`config.mk`:
```
export PLATFORM = sky130hd
export DESIGN_NAME = gpr_router
export DESIGN_NICKNAME = d
export VERILOG_FILES = /design/src/rtl/gpr_pkg.sv /design/src/rtl/gpr_sync.sv /design/src/rtl/gpr_pin_select.sv /design/src/rtl/gpr_gate_hold.sv /design/src/rtl/gpr_router.sv
export SDC_FILE = /design/constraint.sdc
export NUM_CORES = 1
export LEC_CHECK = 0
export BUFFER_PORTS_ARGS = -buffer_cell sky130_fd_sc_hd__buf_4
export CAP_MARGIN = 0
export CORE_MARGIN = 2
export CORE_UTILIZATION = 33
export DETAILED_ROUTE_END_ITERATION = 6
export PLACE_DENSITY = 0.6
export SYNTH_ARGS = -nofsm -noshare
export SYNTH_HDL_FRONTEND = slang
export SYNTH_SLANG_ARGS = --single-unit
```
`constraint.sdc`:
```
create_clock -name clk -period 5.4 [get_ports clk]
set_input_delay 0.27 -clock clk [delete_from_list [all_inputs] [get_ports clk]]
set_output_delay 0.27 -clock clk [all_outputs]
set_load 0.02 [all_outputs]
```
`src/rtl/gpr_pkg.sv`:
```
package gpr_pkg;

  typedef enum logic {
    POL_ACT_HIGH = 1'b0,
    POL_ACT_LOW  = 1'b1
  } pol_e;

  // Convert a raw pin level into an "asserted" level under a polarity
  function automatic logic to_active(input logic level, input pol_e pol);
    return (pol == POL_ACT_LOW) ? ~level : level;
  endfunction

  // Enable gate: feature off means always apply
  function automatic logic may_apply(input logic use_en, input logic en_active);
    return (!use_en) || en_active;
  endfunction

endpackage

```
`src/rtl/gpr_sync.sv`:
```
module gpr_sync #(
  parameter int W = 32
) (
  input  logic         clk,
  input  logic         rst_n,
  input  logic [W-1:0] d_i,
  output logic [W-1:0] q_o
);

  logic [W-1:0] stage1_q;
  logic [W-1:0] stage2_q;
  logic [1:0]   warm_q;

  always_ff @(posedge clk or negedge rst_n) begin
    if (!rst_n) begin
      stage1_q <= '0;
      stage2_q <= '0;
    end else begin
      stage1_q <= d_i;
      stage2_q <= stage1_q;
    end
  end

  // Counts edges since reset so the delay check never looks before it
  always_ff @(posedge clk or negedge rst_n) begin
    if (!rst_n)              warm_q <= '0;
    else if (warm_q != 2'd3) warm_q <= warm_q + 2'd1;
  end

  assign q_o = stage2_q;

  // the synchroniser delays the pins by exactly two edges
  a_r8_two_stage: assert property (@(posedge clk) disable iff (!rst_n)
    (warm_q == 2'd3) |-> (q_o == $past(d_i, 2)));

endmodule

```
`src/rtl/gpr_pin_select.sv`:
```
module gpr_pin_select
  import gpr_pkg::*;
#(
  parameter int NUM_PINS = 32,
  parameter int NUM_SEL  = 5,
  localparam int IDX_W   = $clog2(NUM_PINS)
) (
  input  logic [NUM_PINS-1:0]      pins_i,
  input  logic [NUM_SEL*IDX_W-1:0] sel_i,
  input  logic [NUM_SEL-1:0]       pol_i,
  output logic [NUM_SEL-1:0]       act_o
);

  for (genvar k = 0; k < NUM_SEL; k++) begin : g_lane
    logic [IDX_W-1:0] idx;
    logic             raw;

    assign idx = sel_i[k*IDX_W +: IDX_W];

    // Index-driven multiplexer across the whole pin bank
    always_comb begin
      raw = 1'b0;
      for (int p = 0; p < NUM_PINS; p++) begin
        if (idx == IDX_W'(p)) raw = pins_i[p];
      end
    end

    assign act_o[k] = to_active(raw, pol_e'(pol_i[k]));
  end

endmodule

```
`src/rtl/gpr_gate_hold.sv`:
```
module gpr_gate_hold #(
  parameter int N = 4
) (
  input  logic         clk,
  input  logic         rst_n,
  input  logic         apply_i,
  input  logic [N-1:0] next_i,
  output logic [N-1:0] gate_o
);

  logic [N-1:0] gate_q;

  always_ff @(posedge clk or negedge rst_n) begin
    if (!rst_n)       gate_q <= '0;
    else if (apply_i) gate_q <= next_i;
  end

  assign gate_o = gate_q;

  // an applied update shows up on the next edge
  a_r6_apply_follow: assert property (@(posedge clk) disable iff (!rst_n)
    apply_i |=> (gate_o == $past(next_i)));

  // without apply the gates are frozen
  a_r7_freeze: assert property (@(posedge clk) disable iff (!rst_n)
    !apply_i |=> $stable(gate_o));

endmodule

```
`src/rtl/gpr_router.sv`:
```
module gpr_router
  import gpr_pkg::*;
#(
  parameter int NUM_PINS = 32,
  parameter int NUM_SW   = 4,
  localparam int IDX_W   = $clog2(NUM_PINS),
  localparam int NUM_SEL = NUM_SW + 1
) (
  input  logic                    clk,
  input  logic                    rst_n,
  input  logic [NUM_PINS-1:0]     pins_i,
  input  logic                    cfg_load_i,
  input  logic [NUM_SW*IDX_W-1:0] cfg_sel_i,
  input  logic [NUM_SW-1:0]       cfg_pol_i,
  input  logic                    cfg_en_use_i,
  input  logic [IDX_W-1:0]        cfg_en_sel_i,
  input  logic                    cfg_en_pol_i,
  output logic [NUM_SW-1:0]       gate_o
);

  // Configuration registers
  logic [NUM_SW*IDX_W-1:0] sel_q;
  logic [NUM_SW-1:0]       pol_q;
  logic                    en_use_q;
  logic [IDX_W-1:0]        en_sel_q;
  logic                    en_pol_q;

  always_ff @(posedge clk or negedge rst_n) begin
    if (!rst_n) begin
      sel_q    <= '0;
      pol_q    <= '0;
      en_use_q <= 1'b0;
      en_sel_q <= '0;
      en_pol_q <= 1'b0;
    end else if (cfg_load_i) begin
      sel_q    <= cfg_sel_i;
      pol_q    <= cfg_pol_i;
      en_use_q <= cfg_en_use_i;
      en_sel_q <= cfg_en_sel_i;
      en_pol_q <= cfg_en_pol_i;
    end
  end

  // Synchronised pins
  logic [NUM_PINS-1:0] pins_s;

  gpr_sync #(.W(NUM_PINS)) u_sync (
    .clk   (clk),
    .rst_n (rst_n),
    .d_i   (pins_i),
    .q_o   (pins_s)
  );

  // Route the gate lanes and the enable lane together (enable is the top lane)
  logic [NUM_SEL-1:0] lane_act;
  logic [NUM_SW-1:0]  gate_next;
  logic               en_active;
  logic               apply_upd;

  gpr_pin_select #(.NUM_PINS(NUM_PINS), .NUM_SEL(NUM_SEL)) u_sel (
    .pins_i (pins_s),
    .sel_i  ({en_sel_q, sel_q}),
    .pol_i  ({en_pol_q, pol_q}),
    .act_o  (lane_act)
  );

  assign gate_next = lane_act[NUM_SW-1:0];
  assign en_active = lane_act[NUM_SW];
  assign apply_upd = may_apply(en_use_q, en_active);

  gpr_gate_hold #(.N(NUM_SW)) u_hold (
    .clk     (clk),
    .rst_n   (rst_n),
    .apply_i (apply_upd),
    .next_i  (gate_next),
    .gate_o  (gate_o)
  );

  // with the feature off the gates track the routed lanes every edge
  a_r5_bypass_follow: assert property (@(posedge clk) disable iff (!rst_n)
    (!en_use_q) |=> (gate_o == $past(gate_next)));

endmodule

```
* Word level (Yosys, flattened, before mapping)
Index checks and enable logic that the tools add are counted.
** Word-level totals
- Register bits after elaboration :: 99
- Bits of input ports :: 66
- Output and inout port bits :: 4
- Logic and storage cells :: 340
** Operators by class
- Equal/unequal tests :: 155
- Mux-type cells :: 165
- Bitwise logic cells :: 5
- Reduce and logical (&&, ||, !) cells :: 7
** Operators with widths (number)
- 5-bit equality test (second input constant) :: 80
- 5-bit by 4-bit equality test with 1-bit output (second input constant) :: 40
- 1-bit two-way mux :: 165
- 5-bit by 3-bit equality test with 1-bit output (second input constant) :: 20
- 5-bit by 2-bit equality test with 1-bit output (second input constant) :: 10
- 5-bit by 1-bit equality test with 1-bit output (second input constant) :: 5
- 5-bit logical NOT :: 5
- 1-bit inverter :: 5
- 1-bit logical NOT :: 1
- 1-bit logical OR :: 1

* Longest topological paths before layout
Gate-level depths: netlist (run 1).
- Depth after elaboration :: 36
- Mapped depth :: 9
- Gate-level depth less buffers :: 7

* Cells and area by module
From an unflattened synthesis (run 1), not the netlist that was laid out.
** Second synthesis, totals
- Cell total of the unflattened synthesis :: 490
- Area total of the unflattened synthesis :: 5312.6 sq um
** By module, submodules not included
- gpr_pin_select :: instances 1, cells an instance 352, area each 2401.1 sq um, sequential area each 0.0 sq um
- gpr_sync :: instances 1, cells an instance 64, area each 1601.5 sq um, sequential area each 1601.5 sq um
- gpr_router :: instances 1, cells an instance 66, area each 1164.9 sq um, sequential area each 775.7 sq um
- gpr_gate_hold :: instances 1, cells an instance 8, area each 145.1 sq um, sequential area each 100.1 sq um

* Worst setup path after synthesis (run 1)
OpenSTA, ideal clock, no wires.
- Kind :: flip-flop to flip-flop
- Start point :: register en_sel_q[1]
- End point :: register u_hold.gate_q[0] (netlist: u_hold.gate_o[0])
- Library setup time :: 0.125 ns
- Arrival time :: 2.080 ns
- Required time :: 5.275 ns
- Path slack :: 3.195 ns
- Stages on the path, launching flop included :: 8
- Buffers on the path :: 1
- Clock period less this slack :: 2.205 ns
- Cell sequence :: dfrtp_1 > buf_6 > mux2_1 > a221o_1 > a311o_1 > a21o_1 > and3_4 > mux2_4
** On the way
- Cells in the longest elaborated chain, start to end :: 36
- Elaborated cells between the ends (all ways) :: 67
- Those cells by class :: eq/ne: 31; mux: 33; bitwise: 1; reduce/logical: 2
** RTL lines
- from (decl) :: RTL line gpr_router.sv:25 : logic [IDX_W-1:0] en_sel_q;
- from (signal assigned) :: RTL line gpr_router.sv:39 : en_sel_q <= cfg_en_sel_i;
- 5-bit logical NOT :: RTL line gpr_pin_select.sv:24 : if (idx == IDX_W'(p)) raw = pins_i[p];
- 1-bit two-way mux (31 in a row) :: RTL line gpr_pin_select.sv:24
- 1-bit two-way mux * :: RTL line gpr_pin_select.sv:24
- 1-bit inverter :: RTL line gpr_pkg.sv:10 : return (pol == POL_ACT_LOW) ? ~level : level;
- 1-bit two-way mux * :: RTL line gpr_pkg.sv:10
- 1-bit logical OR * :: RTL line gpr_pkg.sv:15 : return (!use_en) || en_active;
- to (signal assigned) :: RTL line gpr_gate_hold.sv:15 : else if (apply_i) gate_q <= next_i;
- to (decl) :: RTL line gpr_gate_hold.sv:11 : logic [N-1:0] gate_q;
Every way passes the cells marked *; elsewhere a longest branch is shown, timed or not.
A chain may end at the register's enable or synchronous reset.

* Worst setup path after layout (run 1)
- Start point :: register sel_q[15]
- End point :: register u_hold.gate_q[3] (netlist: u_hold.gate_o[3])
** On the way
- Cells in the longest elaborated chain, start to end :: 35
- Elaborated cells between the ends (all ways) :: 66
- Those cells by class :: eq/ne: 31; mux: 33; bitwise: 1; reduce/logical: 1
** RTL lines
- from (decl) :: RTL line gpr_router.sv:22 : logic [NUM_SW*IDX_W-1:0] sel_q;
- from (signal assigned) :: RTL line gpr_router.sv:36 : sel_q <= cfg_sel_i;
- 5-bit logical NOT :: RTL line gpr_pin_select.sv:24
- 1-bit two-way mux (31 in a row) :: RTL line gpr_pin_select.sv:24
- 1-bit two-way mux * :: RTL line gpr_pin_select.sv:24
- 1-bit inverter :: RTL line gpr_pkg.sv:10
- 1-bit two-way mux * :: RTL line gpr_pkg.sv:10
Marked as above.

==> results of run 1 <==
[power by group]
| part | leakage, nW | total (mW) | internal (mW) | switching (mW) |
|---|---|---|---|---|
| Combinational | 1.25 | 0.364 | 0.203 | 0.161 |
| Sequential | 1.16 | 0.936 | 0.801 | 0.134 |
| Clock | 0.135 | 0.611 | 0.319 | 0.292 |
| Total | 2.55 | 1.91 | 1.32 | 0.587 |
[cell type report]
cell class | count | area, um2
Multi-Input combinational cell | 345 | 2570
Sequential cell | 99 | 2480
Timing Repair Buffer | 74 | 566
Tap cell | 216 | 270
Fill cell | 1532 | 9580
Clock inverter | 7 | 60.1
Clock buffer | 9 | 225
Inverter | 20 | 75.1
[per-stage QoR]
step / hold WS, ns / util [%]
5_1_grt: 0.000125 / 39.5
4_1_cts: 0.00367 / 39.3
3_5_place_dp: 0.297 / 37.4
3_3_place_gp: 0.284 / 37.4
6_report: 0.0174 / 39.5
2_1_floorplan: -0.0256 / -
[logic make-up (layout without fill, tap and decap cells)]
family / count (synthesis) / after routing / share of synthesized area, %
XOR/XNOR: 3 / 3 / 0.495
multiplexers: 61 / 61 / 14.4
AND/OR/NAND/NOR: 140 / 140 / 14.6
flip-flops: 99 / 99 / 46.6
buffers and inverters: 60 / 110 / 4.95
AO/OA/AOI/OAI: 141 / 141 / 18.9
[synthesized netlist by cell type (4+ instances only)]
cell / instances
dfrtp_1: 99
o21ai_0: 38
nand2_1: 30
mux2_2: 26
nor2_1: 24
mux2i_1: 23
clkbuf_1: 22
inv_1: 19
nand2b_1: 17
a21oi_1: 14
buf_2: 12
nor3_1: 11
nand3_1: 10
o221ai_1: 10
a31oi_1: 8
nor2b_1: 8
a211oi_1: 7
mux4_2: 6
nand3b_1: 6
nor3b_1: 6
o311ai_0: 6
a2111oi_0: 5
o22ai_1: 5
a21o_1: 4
nor4_1: 4
or3b_2: 4
[flip-flops by register name, indices dropped and copies added (netlist names)]
name	count
u_hold.gate_o	4
en_use_q	1
u_sync.stage1_q	32
en_sel_q	5
pol_q	4
u_sync.q_o	32
sel_q	20
en_pol_q	1
[how the worst max path moves through the flow]
| stage | slack (ns) | startpoint | cells after the start | end |
|---|---|---|---|---|
| 2_1_floorplan | 3.20 | en_sel_q[1] | 7 | u_hold.gate_o[0] |
| 3_3_place_gp | 2.79 | sel_q[15] | 7 | u_hold.gate_o[3] |
| 3_5_place_dp | 2.74 | sel_q[15] | 7 | u_hold.gate_o[3] |
| 4_1_cts | 2.72 | sel_q[15] | 7 | u_hold.gate_o[3] |
| 5_1_grt | 2.55 | sel_q[5] | 7 | u_hold.gate_o[1] |
| 6_report | 2.70 | sel_q[15] | 7 | u_hold.gate_o[3] |
[worst reg2reg max path, delay by kind of cell (launching register included)]
kind | cells | cell delay [ns]
flops | 1 | 0.83
compound gates | 4 | 1.22
buf+inv | 1 | 0.22
xor+xnor | 1 | 0.09
mux | 1 | 0.25
[layer usage]
metal | vias to the layer above | global-route usage [%] | wire, um
li1 | 1978 | - | -
met1 | 2099 | 24.4 | 6280
met2 | 199 | 28.2 | 7000
met3 | 39 | 4.03 | 1180
met4 | 0 | 9.45 | 592
met5 | - | 0 | 0
[repair_timing]
item / CTS / global route
setup endpoints to repair: 0 / 0
buffers inserted: 0 / 0
resized for setup: 0 / 0
hold endpoints to repair: 39 / 3
hold buffers: 1 / 3
==> impl_metrics.csv, run 1 <==
group,metric,value,unit
yosys,synthTopCellsByArea,"dfrtp_1, mux2_2, mux2i_1",
placement,post-place-cells,750,
setup_path,cp_cell_sequence,"inv_1, a2111o_1, a31o_1, o32a_1, a211oi_2, xnor2_1, mux2_4",
yosys,async_flop_share,100,%
power_and_ir_drop,total_power,1.91,mW
run_status,status,"complete, no violations",
yosys,synth_enable_flop_cells,0,
timing,fin_skew,0.00927,ns
yosys,syn_avg_cell_area,10.5,um2
clock_tree,clkTransAtPathRegs,0.07,ns
placement,numPortBuffers,69,
yosys,yosysWarningCount,0,
route,drt_iter0_drc,494,
global_routing,grt_pass1_wl,23.3,mm
yosys,synth_top_area_share,46.6,%
floorplanning,core_area,15800,um2
route,drc_errors,0,
job,cap_violations,0,
route,wl,15.0,mm
placement,place_area,5920,um2
setup_path,critPathTopFamily,"compound AO/OA/AOI/OAI gates",
final_layout,syn_to_final_growth,17.6,%
floorplanning,io_pins,70,
global_routing,grt_usage,18.3,%
timing,max_freq,370,MHz
timing,setup_ws,2.70,ns
setup_path,r2r_cells,7,
clock_tree,numCtsBuffers,9,
yosys,yosysSeqAreaShare,46.6,%
clock_tree,htree_levels,3,
setup_path,cpPeakStageDelay,0.83,ns
yosys,ys_types,74,
timing,tightest_slew,0.829,ns
clock_tree,clk_latency,0.36,ns
setup_path,start_kind,"flip-flop",
setup_path,end_kind,"flip-flop",
final_layout,drive_gt1_share,23.8,%
route,viasPerCell,5.60,
final_layout,layout_commonest_cell,"dfrtp_1",
global_routing,antenna_found_initial,0,
route,vias,4315,
timing,setup_viol,0,
floorplanning,die_w,131,um
setup_path,cp_slowest_cell,"dfrtp_1",
worst_hold_path,hp-class,"in2reg",
timing,rsz0062_at_grt,"no",
worst_hold_path,min_to,"u_sync.stage1_q[7]",
route,avgRoutedWirePerCell,19.5,um
final_layout,layout_common_cells,"dfrtp_1, buf_4, o21ai_0, nand2_1, mux2_2",
power_and_ir_drop,irDropWorstVdd,0.203,mV
timing,slew_viol_final,0,
yosys,synth_cells,504,
yosys,syn_nets,570,
setup_path,path_max_fanout,21,
worst_hold_path,whs_path_depth,1,
floorplanning,die_h,131,um
global_routing,grt_max_degree,61,
setup_path,r2r-end,"u_hold.gate_o[3]",
setup_path,cp_num_buf_inv,1,
yosys,synth_seq_cells,99,
floorplanning,dieArea,17100,um2
global_routing,first_global_vias,4094,
timing,hold_viol,0,
setup_path,path_class,"reg2reg",
final_layout,fin_cells,770,
clock_tree,cts_root_buf,"clkbuf_16",
placement,dpl.hpwl,10.0,mm
timing,setup_tns,0,ns
route,first_pass_iters,5,
clock_tree,cts.sinks,99,
yosys,yosysTopAreaCell,"dfrtp_1",
placement,place_ws,2.74,ns
setup_path,reg2reg_from,"sel_q[15]",
clock_tree,cts.path.max_buffers,2,
floorplanning,row_count,46,
timing,max-slew-margin-rel,44.7,%
timing,fin_crit,2.70,ns
setup_path,reg2reg_slack,2.70,ns
power_and_ir_drop,p_leak,2.55,nW
floorplanning,start_util,33.6,%
global_routing,grt_overflow_total,0,
placement,routabilityCongestion,0.907,
route,ant_nets,0,
setup_path,worstPathArrival,2.95,ns
power_and_ir_drop,power_density,306,nW/um2
clock_tree,tritoncts,"done",
final_layout,design_area,6250,um2
timing,period_share,50.1,%
final_layout,diodes,0,
yosys,synth_ff_type,"dfrtp_1",
setup_path,required,5.65,ns
yosys,syn_area,5310,um2
worst_hold_path,min_from,"pins_i[7]",
final_layout,nNetsFinal,615,
Power figures use the tool's default switching activity.
==> inputs of run 2 (changes only) <==
Clock period 5.4 ns to 2.49 ns, I/O delays scaled along.
==> run 2 against run 1 <==
  * Sequential power is 110% higher
  * Critical path depth is 2 higher
  * Setup slack worse by 2.6 ns
  * Largest cell class unchanged
  * Highest routed layer unchanged
==> impl_metrics.csv, run 2 (same netlist as run 1, synthesis figures left out) <==
group,metric,value,unit
route,wl,16.8,mm
timing,setup_tns,0,ns
power_and_ir_drop,power_density,615,nW/um2
final_layout,fin_cells,877,
setup_path,path_max_fanout,20,
global_routing,grt_pass1_wl,25.5,mm
setup_path,cp.depth,9,
setup_path,r2r_cells,9,
clock_tree,cts_root_buf,"clkbuf_16",
route,drt_iter0_drc,469,
clock_tree,cts.path.max_buffers,2,
route,vias,4802,
timing,tightest_slew,0.674,ns
setup_path,cp_cell_sequence,"buf_12, mux2i_1, o32ai_1, o311ai_0, o311ai_1, a32oi_1, buf_4, xnor2_1, mux2_4",
setup_path,path_class,"reg2reg",
route,top_layer_used,"met4",
route,avgRoutedWirePerCell,19.1,um
timing,max-slew-margin-rel,55.1,%
placement,dpl.hpwl,11.9,mm
run_status,status,"complete, no violations",
placement,routabilityCongestion,0.903,
placement,post-place-cells,801,
route,first_pass_iters,5,
route,wl_met3,1.06,mm
timing,hold_viol,0,
clock_tree,clkTransAtPathRegs,0.08,ns
floorplanning,core_area,15800,um2
clock_tree,cts.sinks,99,
final_layout,layout_common_cells,"buf_4, dfrtp_1, dlygate4sd3_1, o21ai_0, nand2_1",
timing,slew_viol_final,0,
route,ant_nets,0,
setup_path,required,2.73,ns
job,cap_violations,0,
global_routing,first_global_vias,4691,
setup_path,cpPeakStageDelay,0.44,ns
global_routing,grt_usage,20.1,%
timing,setup_viol,0,
setup_path,endpoint,"u_hold.gate_o[2]",
floorplanning,row_count,46,
setup_path,critPathLaunch,"sel_q[10]",
setup_path,reg2reg_from,"sel_q[10]",
setup_path,worstPathArrival,2.64,ns
timing,fin_crit,2.39,ns
final_layout,syn_to_final_growth,36.4,%
floorplanning,die_w,131,um
setup_path,end_kind,"flip-flop",
clock_tree,clk_latency,0.36,ns
floorplanning,io_pins,70,
setup_path,cp_slowest_cell,"o311ai_0",
worst_hold_path,hp-class,"in2reg",
final_layout,nNetsFinal,722,
global_routing,grt_overflow_total,0,
floorplanning,start_util,33.6,%
power_and_ir_drop,p_leak,3.04,nW
route,drc_errors,0,
global_routing,grt_max_degree,55,
setup_path,cp_num_buf_inv,2,
clock_tree,tritoncts,"done",
route,viasPerCell,5.48,
setup_path,reg2reg_slack,0.1,ns
setup_path,start_kind,"flip-flop",
setup_path,critPathTopFamily,"compound AO/OA/AOI/OAI gates",
global_routing,antenna_found_initial,0,
timing,rsz0062_at_grt,"no",
final_layout,diodes,0,
final_layout,layout_commonest_cell,"buf_4",
clock_tree,htree_levels,3,
timing,period_share,96.2,%
timing,max_freq,418,MHz
placement,numPortBuffers,69,
clock_tree,numCtsBuffers,9,
floorplanning,die_h,131,um
power_and_ir_drop,irDropWorstVdd,0.349,mV
route,dr_wl_met2,7.65,mm
power_and_ir_drop,total_power,4.46,mW
route,m1WireLength,7.22,mm
setup_path,r2r-end,"u_hold.gate_o[2]",
final_layout,drive_gt1_share,28.4,%
floorplanning,dieArea,17100,um2
timing,fin_skew,0.00904,ns
-- run 2: layout make-up --
cell class / count / area [um2]
inverter: 20 / 78.8
timing repair buffer: 181 / 1530
tap: 216 / 270
clock buffer: 9 / 225
multi-input combinational: 345 / 2570
clock inverter: 7 / 88.8
fill: 1486 / 8580
sequential: 99 / 2480
-- run 2: power breakdown --
group          internal (mW)  switching (mW)
combinational          0.588           0.521
sequential              1.74           0.182
clock                  0.723           0.705
total                   3.05            1.41
-- run 2: per-stage QoR --
step / hold slack [ns] / util [%] / cell area [um2] / setup slack (ns)
final: 0.0113 / 45.8 / 7250 / 0.0953
after floorplan: -0.171 / - / 5310 / 0.285
after global placement: 0.191 / 40.0 / 6330 / 0.105
after CTS: 0.0000391 / 45.7 / 7230 / 0.0345
after detailed placement: 0.211 / 40.0 / 6330 / 0.0679
after global routing: 0.00282 / 45.8 / 7250 / 0.00658
-- run 2: per-layer routing --
| metal | global-route usage [%] | vias up |
|---|---|---|
| met3 | 3.87 | 55 |
| met5 | 0 | - |
| met4 | 11.1 | 0 |
| met2 | 30.9 | 223 |
| met1 | 26.7 | 2327 |
| li1 | - | 2197 |
-- run 2: repair_timing --
item	CTS	global route
endpoints found under the setup margin	0	3
hold endpoints to repair	109	1
setup buffers	0	0
resized for setup	0	6
hold buffers	59	1
-- run 2: how the worst min path moves through the flow --
stage	start	endpoint	depth (start not counted)
finish	cfg_sel_i[18]	sel_q[18]	2
global route	cfg_sel_i[18]	sel_q[18]	2
CTS	cfg_en_sel_i[3]	en_sel_q[3]	3
detailed placement	rst_n	u_sync.stage1_q[30]	1
global placement	rst_n	u_sync.stage1_q[30]	1
floorplan	rst_n	en_pol_q	0
